--- src/rtl/cle_pkg.sv ---
package cle_pkg;

  localparam logic [7:0] OP_NOP     = 8'h00;
  localparam logic [7:0] OP_DIRECT  = 8'h01;
  localparam logic [7:0] OP_INDEXED = 8'h09;

  localparam logic [1:0] CSR_CTRL = 2'd0;
  localparam logic [1:0] CSR_HEAD = 2'd1;
  localparam logic [1:0] CSR_TAIL = 2'd2;

  typedef enum logic [2:0] {
    S_IDLE,
    S_FETCH0,
    S_FETCH1,
    S_DISPATCH,
    S_IDX_RD,
    S_IDX_WR,
    S_WRITE
  } execState_t;

  typedef struct packed {
    logic loadHead;
    logic captureData;
    logic captureCmd;
    logic advance;
    logic loadCount;
    logic decCount;
  } dpStrobes_t;

endpackage

--- src/rtl/cle_csr.sv ---
module cle_csr
  import cle_pkg::*;
#(
  parameter int AW = 16
) (
  input  logic          clk,
  input  logic          rstN,
  input  logic          csrWrEn,
  input  logic [1:0]    csrAddr,
  input  logic [31:0]   csrWrData,
  output logic [31:0]   csrRdData,
  input  logic          busy,
  input  logic          errSet,
  output logic [AW-1:0] headPtr,
  output logic [AW-1:0] tailPtr,
  output logic          start
);

  localparam logic [AW-1:0] ALIGN_MASK = ~AW'(7);

  logic enableQ;
  logic errQ;
  logic wrCtrl, wrHead, wrTail;
  logic [31-AW:0] unusedWrHigh;

  assign unusedWrHigh = csrWrData[31:AW];
  assign wrCtrl = csrWrEn && (csrAddr == CSR_CTRL);
  assign wrHead = csrWrEn && (csrAddr == CSR_HEAD) && !busy;
  assign wrTail = csrWrEn && (csrAddr == CSR_TAIL) && !busy;
  assign start  = wrTail && enableQ;

  always_ff @(posedge clk) begin
    if (!rstN) begin
      enableQ <= 1'b0;
      errQ    <= 1'b0;
      headPtr <= '0;
      tailPtr <= '0;
    end else begin
      if (wrCtrl) enableQ <= csrWrData[0];
      if (errSet)
        errQ <= 1'b1;
      else if (wrCtrl && csrWrData[2])
        errQ <= 1'b0;
      if (wrHead) headPtr <= csrWrData[AW-1:0] & ALIGN_MASK;
      if (wrTail) tailPtr <= csrWrData[AW-1:0] & ALIGN_MASK;
    end
  end

  always_comb begin
    case (csrAddr)
      CSR_CTRL: csrRdData = {29'd0, errQ, busy, enableQ};
      CSR_HEAD: csrRdData = {{(32-AW){1'b0}}, headPtr};
      CSR_TAIL: csrRdData = {{(32-AW){1'b0}}, tailPtr};
      default:  csrRdData = 32'd0;
    endcase
  end


  ptr_frozen_chk: assert property (@(posedge clk) disable iff (!rstN)
    busy |=> ($stable(headPtr) && $stable(tailPtr)));


  err_sticky_chk: assert property (@(posedge clk) disable iff (!rstN)
    (errQ && !(wrCtrl && csrWrData[2])) |=> errQ);

endmodule

--- src/rtl/cle_dpath.sv ---
module cle_dpath
  import cle_pkg::*;
#(
  parameter int AW   = 16,
  parameter int CNTW = 16
) (
  input  logic          clk,
  input  logic          rstN,
  input  dpStrobes_t    stb,
  input  logic [AW-1:0] headPtr,
  input  logic [AW-1:0] tailPtr,
  input  logic [31:0]   memRdData,
  output logic [AW-1:0] fetchAddr,
  output logic [31:0]   dataWord,
  output logic [7:0]    opcode,
  output logic [19:0]   regOffset,
  output logic [3:0]    wrStrb,
  output logic          atTail,
  output logic          wordOdd,
  output logic          countZero,
  output logic          countLast
);

  localparam logic [AW-1:0] WORD_STEP = AW'(4);

  logic [AW-1:0]   addrQ;
  logic [31:0]     dataQ;
  logic [31:0]     cmdQ;
  logic [CNTW-1:0] cntQ;

  always_ff @(posedge clk) begin
    if (!rstN) begin
      addrQ <= '0;
      dataQ <= '0;
      cmdQ  <= '0;
      cntQ  <= '0;
    end else begin
      if (stb.loadHead)      addrQ <= headPtr;
      else if (stb.advance)  addrQ <= addrQ + WORD_STEP;
      if (stb.captureData)   dataQ <= memRdData;
      if (stb.captureCmd)    cmdQ  <= memRdData;
      if (stb.loadCount)     cntQ  <= dataQ[CNTW-1:0];
      else if (stb.decCount) cntQ  <= cntQ - 1'b1;
    end
  end

  assign fetchAddr = addrQ;
  assign dataWord  = dataQ;
  assign opcode    = cmdQ[31:24];
  assign regOffset = cmdQ[19:0];
  assign wrStrb    = (cmdQ[31:24] == OP_DIRECT) ? cmdQ[23:20] : 4'hF;
  assign atTail    = (addrQ == tailPtr);
  assign wordOdd   = addrQ[2];
  assign countZero = (dataQ[CNTW-1:0] == '0);
  assign countLast = (cntQ == CNTW'(1));


  cnt_nonzero_chk: assert property (@(posedge clk) disable iff (!rstN)
    stb.decCount |-> (cntQ != '0));


  addr_word_chk: assert property (@(posedge clk) disable iff (!rstN)
    stb.advance |=> (addrQ[1:0] == 2'b00));

endmodule

--- src/rtl/cle_ctrl.sv ---
module cle_ctrl
  import cle_pkg::*;
(
  input  logic       clk,
  input  logic       rstN,
  input  logic       start,
  input  logic       atTail,
  input  logic       wordOdd,
  input  logic       countZero,
  input  logic       countLast,
  input  logic [7:0] opcode,
  input  logic       memRdValid,
  input  logic       regWrReady,
  output dpStrobes_t stb,
  output logic       memRdReq,
  output logic       regWrValid,
  output logic       busy,
  output logic       errSet
);

  execState_t stateQ, stateD;

  always_ff @(posedge clk) begin
    if (!rstN) stateQ <= S_IDLE;
    else       stateQ <= stateD;
  end

  always_comb begin
    stateD     = stateQ;
    stb        = '0;
    memRdReq   = 1'b0;
    regWrValid = 1'b0;
    errSet     = 1'b0;
    case (stateQ)
      S_IDLE: begin
        if (start) begin
          stb.loadHead = 1'b1;
          stateD       = S_FETCH0;
        end
      end
      S_FETCH0: begin
        if (atTail) begin
          stateD = S_IDLE;
        end else begin
          memRdReq = 1'b1;
          if (memRdValid) begin
            stb.captureData = 1'b1;
            stb.advance     = 1'b1;
            stateD          = S_FETCH1;
          end
        end
      end
      S_FETCH1: begin
        memRdReq = 1'b1;
        if (memRdValid) begin
          stb.captureCmd = 1'b1;
          stb.advance    = 1'b1;
          stateD         = S_DISPATCH;
        end
      end
      S_DISPATCH: begin
        case (opcode)
          OP_NOP:    stateD = S_FETCH0;
          OP_DIRECT: stateD = S_WRITE;
          OP_INDEXED: begin
            if (countZero) begin
              stateD = S_FETCH0;
            end else begin
              stb.loadCount = 1'b1;
              stateD        = S_IDX_RD;
            end
          end
          default: begin
            errSet = 1'b1;
            stateD = S_IDLE;
          end
        endcase
      end
      S_IDX_RD: begin
        memRdReq = 1'b1;
        if (memRdValid) begin
          stb.captureData = 1'b1;
          stb.advance     = 1'b1;
          stateD          = S_IDX_WR;
        end
      end
      S_IDX_WR: begin
        regWrValid = 1'b1;
        if (regWrReady) begin
          stb.decCount = 1'b1;
          if (countLast) begin
            stb.advance = wordOdd;
            stateD      = S_FETCH0;
          end else begin
            stateD = S_IDX_RD;
          end
        end
      end
      S_WRITE: begin
        regWrValid = 1'b1;
        if (regWrReady) stateD = S_FETCH0;
      end
      default: stateD = S_IDLE;
    endcase
  end

  assign busy = (stateQ != S_IDLE);


  rd_hold_chk: assert property (@(posedge clk) disable iff (!rstN)
    (memRdReq && !memRdValid) |=> memRdReq);


  wr_hold_chk: assert property (@(posedge clk) disable iff (!rstN)
    (regWrValid && !regWrReady) |=> regWrValid);


  one_port_chk: assert property (@(posedge clk) disable iff (!rstN)
    $onehot0({memRdReq, regWrValid}));


  err_stop_chk: assert property (@(posedge clk) disable iff (!rstN)
    errSet |=> !busy);

endmodule

--- src/rtl/cmdlist_exec.sv ---
module cmdlist_exec
  import cle_pkg::*;
#(
  parameter int AW   = 16,
  parameter int CNTW = 16
) (
  input  logic          clk,
  input  logic          rstN,
  input  logic          csrWrEn,
  input  logic [1:0]    csrAddr,
  input  logic [31:0]   csrWrData,
  output logic [31:0]   csrRdData,
  output logic          memRdReq,
  output logic [AW-1:0] memRdAddr,
  input  logic          memRdValid,
  input  logic [31:0]   memRdData,
  output logic          regWrValid,
  output logic [19:0]   regWrAddr,
  output logic [31:0]   regWrData,
  output logic [3:0]    regWrStrb,
  input  logic          regWrReady
);

  dpStrobes_t    stb;
  logic [AW-1:0] headPtr, tailPtr;
  logic          start, busy, errSet;
  logic          atTail, wordOdd, countZero, countLast;
  logic [7:0]    opcode;

  cle_csr #(.AW(AW)) csrBlk (
    .clk(clk), .rstN(rstN),
    .csrWrEn(csrWrEn), .csrAddr(csrAddr), .csrWrData(csrWrData),
    .csrRdData(csrRdData),
    .busy(busy), .errSet(errSet),
    .headPtr(headPtr), .tailPtr(tailPtr), .start(start)
  );

  cle_ctrl ctrlBlk (
    .clk(clk), .rstN(rstN), .start(start),
    .atTail(atTail), .wordOdd(wordOdd),
    .countZero(countZero), .countLast(countLast), .opcode(opcode),
    .memRdValid(memRdValid), .regWrReady(regWrReady),
    .stb(stb), .memRdReq(memRdReq), .regWrValid(regWrValid),
    .busy(busy), .errSet(errSet)
  );

  cle_dpath #(.AW(AW), .CNTW(CNTW)) dpathBlk (
    .clk(clk), .rstN(rstN), .stb(stb),
    .headPtr(headPtr), .tailPtr(tailPtr), .memRdData(memRdData),
    .fetchAddr(memRdAddr), .dataWord(regWrData), .opcode(opcode),
    .regOffset(regWrAddr), .wrStrb(regWrStrb),
    .atTail(atTail), .wordOdd(wordOdd),
    .countZero(countZero), .countLast(countLast)
  );


  rd_addr_stable_chk: assert property (@(posedge clk) disable iff (!rstN)
    (memRdReq && !memRdValid) |=> $stable(memRdAddr));


  wr_fields_stable_chk: assert property (@(posedge clk) disable iff (!rstN)
    (regWrValid && !regWrReady) |=>
      ($stable(regWrAddr) && $stable(regWrData) && $stable(regWrStrb)));


  idle_quiet_chk: assert property (@(posedge clk) disable iff (!rstN)
    !busy |-> (!memRdReq && !regWrValid));

endmodule

--- config.mk ---
export PLATFORM = sky130hd
export DESIGN_NAME = cmdlist_exec
export DESIGN_NICKNAME = d
export VERILOG_FILES = /design/src/rtl/cle_pkg.sv /design/src/rtl/cle_csr.sv /design/src/rtl/cle_dpath.sv /design/src/rtl/cle_ctrl.sv /design/src/rtl/cmdlist_exec.sv
export SDC_FILE = /design/constraint.sdc
export NUM_CORES = 1
export LEC_CHECK = 0
export CORE_ASPECT_RATIO = 0.7
export CORE_MARGIN = 2
export CORE_UTILIZATION = 35
export CTS_CLUSTER_DIAMETER = 30
export CTS_CLUSTER_SIZE = 14
export DETAILED_ROUTE_END_ITERATION = 7
export HOLD_SLACK_MARGIN = 0.02
export PLACE_DENSITY = 0.72
export SYNTH_ARGS = -nofsm -noshare
export SYNTH_HDL_FRONTEND = slang
export SYNTH_SLANG_ARGS = --single-unit
--- constraint.sdc ---
create_clock -name clk -period 2.7 [get_ports clk]
set_input_delay 0.54 -clock clk [delete_from_list [all_inputs] [get_ports clk]]
set_output_delay 0.54 -clock clk [all_outputs]
set_load 0.005 [all_outputs]
== Yosys cells after proc, flatten, opt, wreduce, memory -nomap -nowiden ==
Index checks and enable logic that the tools add are counted.
Storage, ports and cells
  flip-flop bits (word level): 127
  latch bits: 0
  memory bits (writable): 0
  memory bits (read-only): 0
  output and inout port bits: 106
  logic and storage cells: 88
  memories kept: 0
Operators by class
  add/sub/neg operators: 2
  $mul: 0
  divide/modulo/power cells: 0
  magnitude comparators: 0
  equality and inequality tests: 18
  shift-type cells: 0
  muxes and demuxes: 39
  bitwise logic cells: 0
  reduce and logical (&&, ||, !) cells: 20
Operator list (number)
  $mux W16: 4
  $pmux W16 S3: 1
  $mux W3: 9
  $pmux W3 S7: 1
  $mux W1: 18
  $add A16 B3 Y16 const B: 1
  $eq A16 B1 Y1 const B: 1
  $eq A16 B16 Y1: 1
  $logic_not A16 Y1: 1
  $sub A16 B1 Y16 const B: 1
  $ne A2 B2 Y1 const B: 5
  $eq A3 B3 Y1 const B: 3
  $pmux W3 S3: 1
  $eq A8 B1 Y1 const B: 1
  $eq A8 B4 Y1 const B: 1
  $logic_not A8 Y1: 1
  $logic_and A1 B1 Y1: 7
  $eq A3 B2 Y1 const B: 2
  $reduce_and A6 Y1: 1
  $reduce_bool A2 Y1: 3
  $mux W4: 1
  $pmux W1 S2: 2
  $pmux W1 S4: 1
  $reduce_or A2 Y1: 2
  10 further kinds: 10

== Logic depth before layout (Yosys ltp) ==
  word-level depth: 7
  gate-level depth with buffers: 10
  mapped depth without buffers: 8

== Cells and area by module ==
A second synthesis with hierarchy kept.
Second synthesis, totals
  cells, all modules: 686
  area, all modules: 6207.2 sq um
Modules (own cells, without submodules)
  cle_dpath: times used 1, cells each 469, area each 4342.9 sq um, sequential area each 1921.8 sq um
  cle_csr: times used 1, cells each 157, area each 1438.9 sq um, sequential area each 560.5 sq um
  cle_ctrl: times used 1, cells each 60, area each 425.4 sq um, sequential area each 60.1 sq um

== Worst setup path after synthesis ==
OpenSTA, ideal clock, no wires.
  path type: register -> register
  start: register dpathBlk.cntQ[6]
  end: register dpathBlk.addrQ[15] (netlist: dpathBlk.fetchAddr[15])
  data arrival time: 1.967 ns
  data required time: 2.630 ns
  path slack: 0.663 ns
  stages on the path, launching flop included: 9
  clock period less this slack: 2.037 ns
  cell sequence: dfxtp_1 -> or4_4 -> nor3_4 -> nand3_2 -> o21ai_2 -> buf_6 -> o2111ai_1 -> xor2_1 -> a21oi_1
Between the ends
  word-level cells in the longest chain between the ends: 5
Ends and longest elaborated chain
  from (decl): line cle_dpath.sv:29  | logic [CNTW-1:0] cntQ;
  from (signal assigned): line cle_dpath.sv:42  | if (stb.loadCount) cntQ <= dataQ[CNTW-1:0];
  from (signal assigned): line cle_dpath.sv:43  | else if (stb.decCount) cntQ <= cntQ - 1'b1;
  $eq A16 B1 Y1: line cle_dpath.sv:55  | assign countLast = (cntQ == CNTW'(1));
  $mux W1: line cle_ctrl.sv:91  | if (countLast) begin
  $mux W1: line cle_ctrl.sv:89  | if (regWrReady) begin
  $pmux W1 S4: line cle_ctrl.sv:34  | case (stateQ)
  $reduce_bool A2 Y1 (no source line)
  to (signal assigned): line cle_dpath.sv:38  | if (stb.loadHead) addrQ <= headPtr;
  to (signal assigned): line cle_dpath.sv:39  | else if (stb.advance) addrQ <= addrQ + WORD_STEP;
  to (decl): line cle_dpath.sv:26  | logic [AW-1:0] addrQ;
No other way between the ends.
A chain may end at the register's enable or synchronous reset.

== Worst setup path after layout ==
  start: input csrAddr[1]
  end: output csrRdData[5]
Between the ends
  word-level cells in the longest chain between the ends: 2
  elaborated cells between the ends (all ways): 4
Ends and longest elaborated chain
  from (decl): line cmdlist_exec.sv:10  | input logic [1:0] csrAddr,
  $eq A2 B2 Y1, or another cell as far along: line cle_csr.sv:50  | case (csrAddr)
  $pmux W16 S3 (*): line cle_csr.sv:50
  to (decl): line cmdlist_exec.sv:12  | output logic [31:0] csrRdData,
Every way passes the cells marked *; elsewhere a longest branch is shown, timed or not.

==> summary.log <==
qor: run_status.outcome complete, no violations
qor: cts.clock_path_buffers 2
qor: die.floorplan.initialDensity 0.359
qor: drt.top_layer met4
qor: die.design.portCount 177
qor: critical_path.critPathRequiredTime 2.16 ns
qor: die.die-height 112 µm
qor: drt.drt_pass1_iterations 5
qor: grt.globalRoute.totalOverflow 0
qor: cts.holdBufCountCts 0
qor: yosys.synthCells 708
qor: critical_path.timing.critical_path.to_type output port
qor: timing.tightestPinTransition 0.611 ns
qor: timing.setup_ws 0.0654 ns
qor: die.std_cell_rows 39
qor: cts.clk_pin_slew_worst_paths 0.05 ns
qor: yosys.synth_top_cell_area_share 0.426
qor: finish.finish.utilization 0.496
qor: timing.hold_viol_final 0
qor: finish.antenna_cells 0
qor: critical_path.startpoint_of_the_worst_register_to_register_path dpathBlk.cmdQ[29]
qor: finish.post-route-cell-area 8110 µm²
qor: yosys.synth_area 5870 µm²
qor: yosys.synth_seq_cells 125
qor: cts.htree_levels 4
qor: cts.number_of_clock_buffers_inserted_by_tritoncts 17
qor: timing.timing.final.max_slew_violations 0
qor: yosys.async_reset_ff_frac 0
qor: drt.detail_route.wirelength 17.5 mm
qor: drt.avgViaCountPerCell 5.00
qor: grt.grt_max_degree 56
qor: timing.finClkSkew 0.00739 ns
qor: die.design.core.area 16300 µm²
qor: pwr.p_int 4.12 mW
qor: yosys.synth-edff-count 0
qor: yosys.synth_top_cell_by_area sky130_fd_sc_hd__dfxtp_1
qor: critical_path.r2r_setup_slack 0.17 ns
qor: pwr.share_of_power_burned_in_registers 0.377
qor: pwr.ir_drop 454 µV
qor: worst_hold_path.holdCritStartpoint dpathBlk.cmdQ[7]
qor: cts.insertion_delay 0.41 ns
qor: finish.finalNonFillerCells 1079
qor: finish.nets 915
qor: grt.grt_pass1_wl 27.6 mm
qor: drt.antenna_left 0
qor: placed_design.pre_cts_ws 0.0841 ns
qor: yosys.average_cell_area_after_synthesis 8.29 µm²
qor: pwr.power.net_switching 1.72 mW
qor: critical_path.reg2reg_to dpathBlk.cntQ[15]
qor: placed_design.dpl-instance-area 7380 µm²
qor: grt.grt_antenna_before_repair 0
qor: drt.detail_route.wl_per_cell 16.2 µm
qor: critical_path.cells_on_worst_reg2reg_path 13
qor: yosys.yosys_warnings 0
qor: worst_hold_path.hold_path.class flip-flop to flip-flop
qor: grt.grt_usage 0.195
qor: yosys.yosysUniqueCellTypes 56
qor: drt.vias_after_detailed_routing 5393
qor: critical_path.worst_ep_arrival_time 2.09 ns
qor: critical_path.worst-setup-path-type input pin to output port
qor: pwr.share_comb_of_total_power 0.250
qor: drt.met3RoutedLength 1.28 mm
qor: cts.clkSinkCount 125
qor: critical_path.timing.critical_path.fanout_max 15
qor: yosys.ys_dominant_reg_cell sky130_fd_sc_hd__dfxtp_1
qor: pwr.p_leak 3.07 nW
qor: yosys.ys_seq_area_frac 0.426
qor: placed_design.gp_congestion 0.894
qor: finish.share_of_final_layout_standard_cells_stronger_than_drive_strength_1 0.118
qor: placed_design.post_detailed_placement_half_perimeter_wirelength 12.4 mm
qor: cts.clock_tree.root_cell sky130_fd_sc_hd__clkbuf_16
qor: critical_path.start_kind input pin
qor: drt.detail_route.iter0.violations 356
qor: drt.route.met2.wl 7.32 mm
qor: timing.worst_relative_slew_slack 0.590
qor: cts.tritoncts_clock_tree yes
qor: grt.first_global_vias 5144
qor: finish.total_of_fill_cells_in_the_finished_design 1556
qor: run.drv_cap 0
qor: worst_hold_path.timing.hold.worst_path_depth 2
qor: drt.detail_route.drc_violations 0
qor: finish.total_area_of_multi_input_combinational_cells 3010 µm²
qor: die.design.die.area 17800 µm²
qor: die.die_width 159 µm
qor: timing.final_number_of_setup_violating_endpoints 0
qor: placed_design.cell_total_after_placement 1039
qor: pwr.swShare 0.295
qor: placed_design.number_of_i_o_port_buffers 141
qor: drt.wl_met1 8.73 mm
qor: timing.fmax 0.380 GHz
qor: finish.seq_area 2510 µm²
qor: worst_hold_path.worstHoldEndpoint dpathBlk.cmdQ[7]
qor: finish.flow.area_growth_from_synthesis 38.2%
qor: pwr.clockPowerShare 0.373
qor: yosys.synth_top_cells_by_area sky130_fd_sc_hd__dfxtp_1, sky130_fd_sc_hd__mux2i_1, sky130_fd_sc_hd__nand2_1
qor: timing.fin_crit_sh 0.976
qor: timing.fin_crit 2.63 ns
qor: pwr.cellPowerDensity 721 nW/µm²
-- metrics by stage --
step / setup TNS, ns / total power, mW / hold slack (ns)
2_1_floorplan: 0 / 3.03 / 0.427
4_1_cts: -0.109 / 5.86 / 0.454
3_5_place_dp: 0 / 3.63 / 0.446
5_1_grt: -0.00373 / 6.12 / 0.479
6_report: 0 / 5.85 / 0.452
3_3_place_gp: 0 / 3.61 / 0.439
-- worst max-delay path by stage --
stage	depth (start not counted)	end	slack [ns]	startpoint
2_1_floorplan	8	dpathBlk.fetchAddr[15]	0.66	dpathBlk.cntQ[6]
3_3_place_gp	5	csrRdData[7]	0.09	csrAddr[1]
3_5_place_dp	5	csrRdData[3]	0.08	csrAddr[1]
4_1_cts	6	regWrStrb[3]	-0.09	dpathBlk.cmdQ[26]
5_1_grt	4	regWrValid	-0.004	ctrlBlk.stateQ[0]
6_report	5	csrRdData[5]	0.07	csrAddr[1]
-- cell families after synthesis --
kind of cell / after synthesis / synth area share
and+or+nand+nor: 266 / 0.206
AOI/OAI and AO/OA: 152 / 0.155
DFF: 125 / 0.426
buffers and inverters: 89 / 0.0889
muxes: 46 / 0.0784
xor gates and xnor gates: 26 / 0.0388
adders and majority gates: 3 / 0.00640
other: 1 / 0.000639
-- placed cells by master, fill, tap and decap left out, types with 7 or more instances in the layout --
cell type                         netlist  final
sky130_fd_sc_hd__clkdlybuf4s50_1        0    136
sky130_fd_sc_hd__dfxtp_1              125    119
sky130_fd_sc_hd__nand2_1              116    116
sky130_fd_sc_hd__a21oi_1               78     76
sky130_fd_sc_hd__nor2_1                75     74
sky130_fd_sc_hd__mux2i_1               46     46
sky130_fd_sc_hd__buf_4                 43     30
sky130_fd_sc_hd__xor2_1                25     25
sky130_fd_sc_hd__o21ai_0               25     24
sky130_fd_sc_hd__conb_1                 1     18
sky130_fd_sc_hd__clkbuf_16              0     17
sky130_fd_sc_hd__nand3_1               17     15
sky130_fd_sc_hd__a22o_1                13     13
sky130_fd_sc_hd__and3_1                10     10
sky130_fd_sc_hd__buf_6                  1      8
sky130_fd_sc_hd__inv_1                  7      7
sky130_fd_sc_hd__a31oi_1                7      7
sky130_fd_sc_hd__nor4_1                10      7
-- synth_stat cells (3+ instances only) --
cell and n:
sky130_fd_sc_hd__nor3_1 7, sky130_fd_sc_hd__a21oi_1 78, sky130_fd_sc_hd__nor4_1 10, sky130_fd_sc_hd__a22oi_1 6
sky130_fd_sc_hd__xor2_1 25, sky130_fd_sc_hd__mux2i_1 46, sky130_fd_sc_hd__nor2b_1 4, sky130_fd_sc_hd__or3_1 4
sky130_fd_sc_hd__nand4_1 4, sky130_fd_sc_hd__ha_1 3, sky130_fd_sc_hd__a22o_1 13, sky130_fd_sc_hd__o211ai_1 3
sky130_fd_sc_hd__buf_2 8, sky130_fd_sc_hd__nand2_1 116, sky130_fd_sc_hd__buf_4 43, sky130_fd_sc_hd__nor2_1 75
sky130_fd_sc_hd__and3_1 10, sky130_fd_sc_hd__o21ai_0 25, sky130_fd_sc_hd__a31oi_1 7, sky130_fd_sc_hd__dfxtp_1 125
sky130_fd_sc_hd__clkbuf_1 25, sky130_fd_sc_hd__nand3_1 17, sky130_fd_sc_hd__or2_2 4, sky130_fd_sc_hd__inv_1 7
sky130_fd_sc_hd__o2111ai_1 5
-- cell type report --
type                       instances  area share
inverter                           8     0.00386
tap                              225      0.0347
multi-input combinational        511       0.371
clock buffer                      26      0.0628
sequential                       125       0.309
timing repair buffer             178       0.211
clock inverter                     6     0.00710
-- flip-flops by register name (all words and copies together), names as in the netlist --
register            count
dpathBlk.dataWord      32
ctrlBlk.stateQ          3
dpathBlk.fetchAddr     14
csrBlk.errQ             1
dpathBlk.cntQ          16
csrBlk.enableQ          1
dpathBlk.cmdQ          32
csrBlk.tailPtr         13
csrBlk.headPtr         13
-- critical path, stage by stage --
cell and delay (ns):
sky130_fd_sc_hd__clkdlybuf4s50_1 0.53, sky130_fd_sc_hd__nor2b_2 0.18, sky130_fd_sc_hd__buf_6 0.17, sky130_fd_sc_hd__a22o_1 0.16, sky130_fd_sc_hd__clkdlybuf4s50_1 0.52
-- what timing repair did --
action / 4_1_cts / 5_1_grt
gates resized for setup: 29 / 21
setup endpoints to repair: 5 / 28
pin swaps: 6 / 8
cloned: 0 / 0
setup buffers: 9 / 2
-- power groups by stage --
stage          clock, mW  sequential (mW)  combinational (mW)
6_report            2.18             2.21                1.46
5_1_grt             2.31             2.23                1.59
4_1_cts             2.21             2.20                1.45
3_5_place_dp           0             2.24                1.39
3_3_place_gp           0             2.23                1.38
2_1_floorplan          0             2.15               0.883
-- layer usage --
layer / GRT usage / up-vias
li1: - / 2662
met3: 0.0628 / 17
met5: 0 / -
met2: 0.287 / 163
met1: 0.279 / 2551
met4: 0.0446 / 0
(Power assumes the default switching activity.)
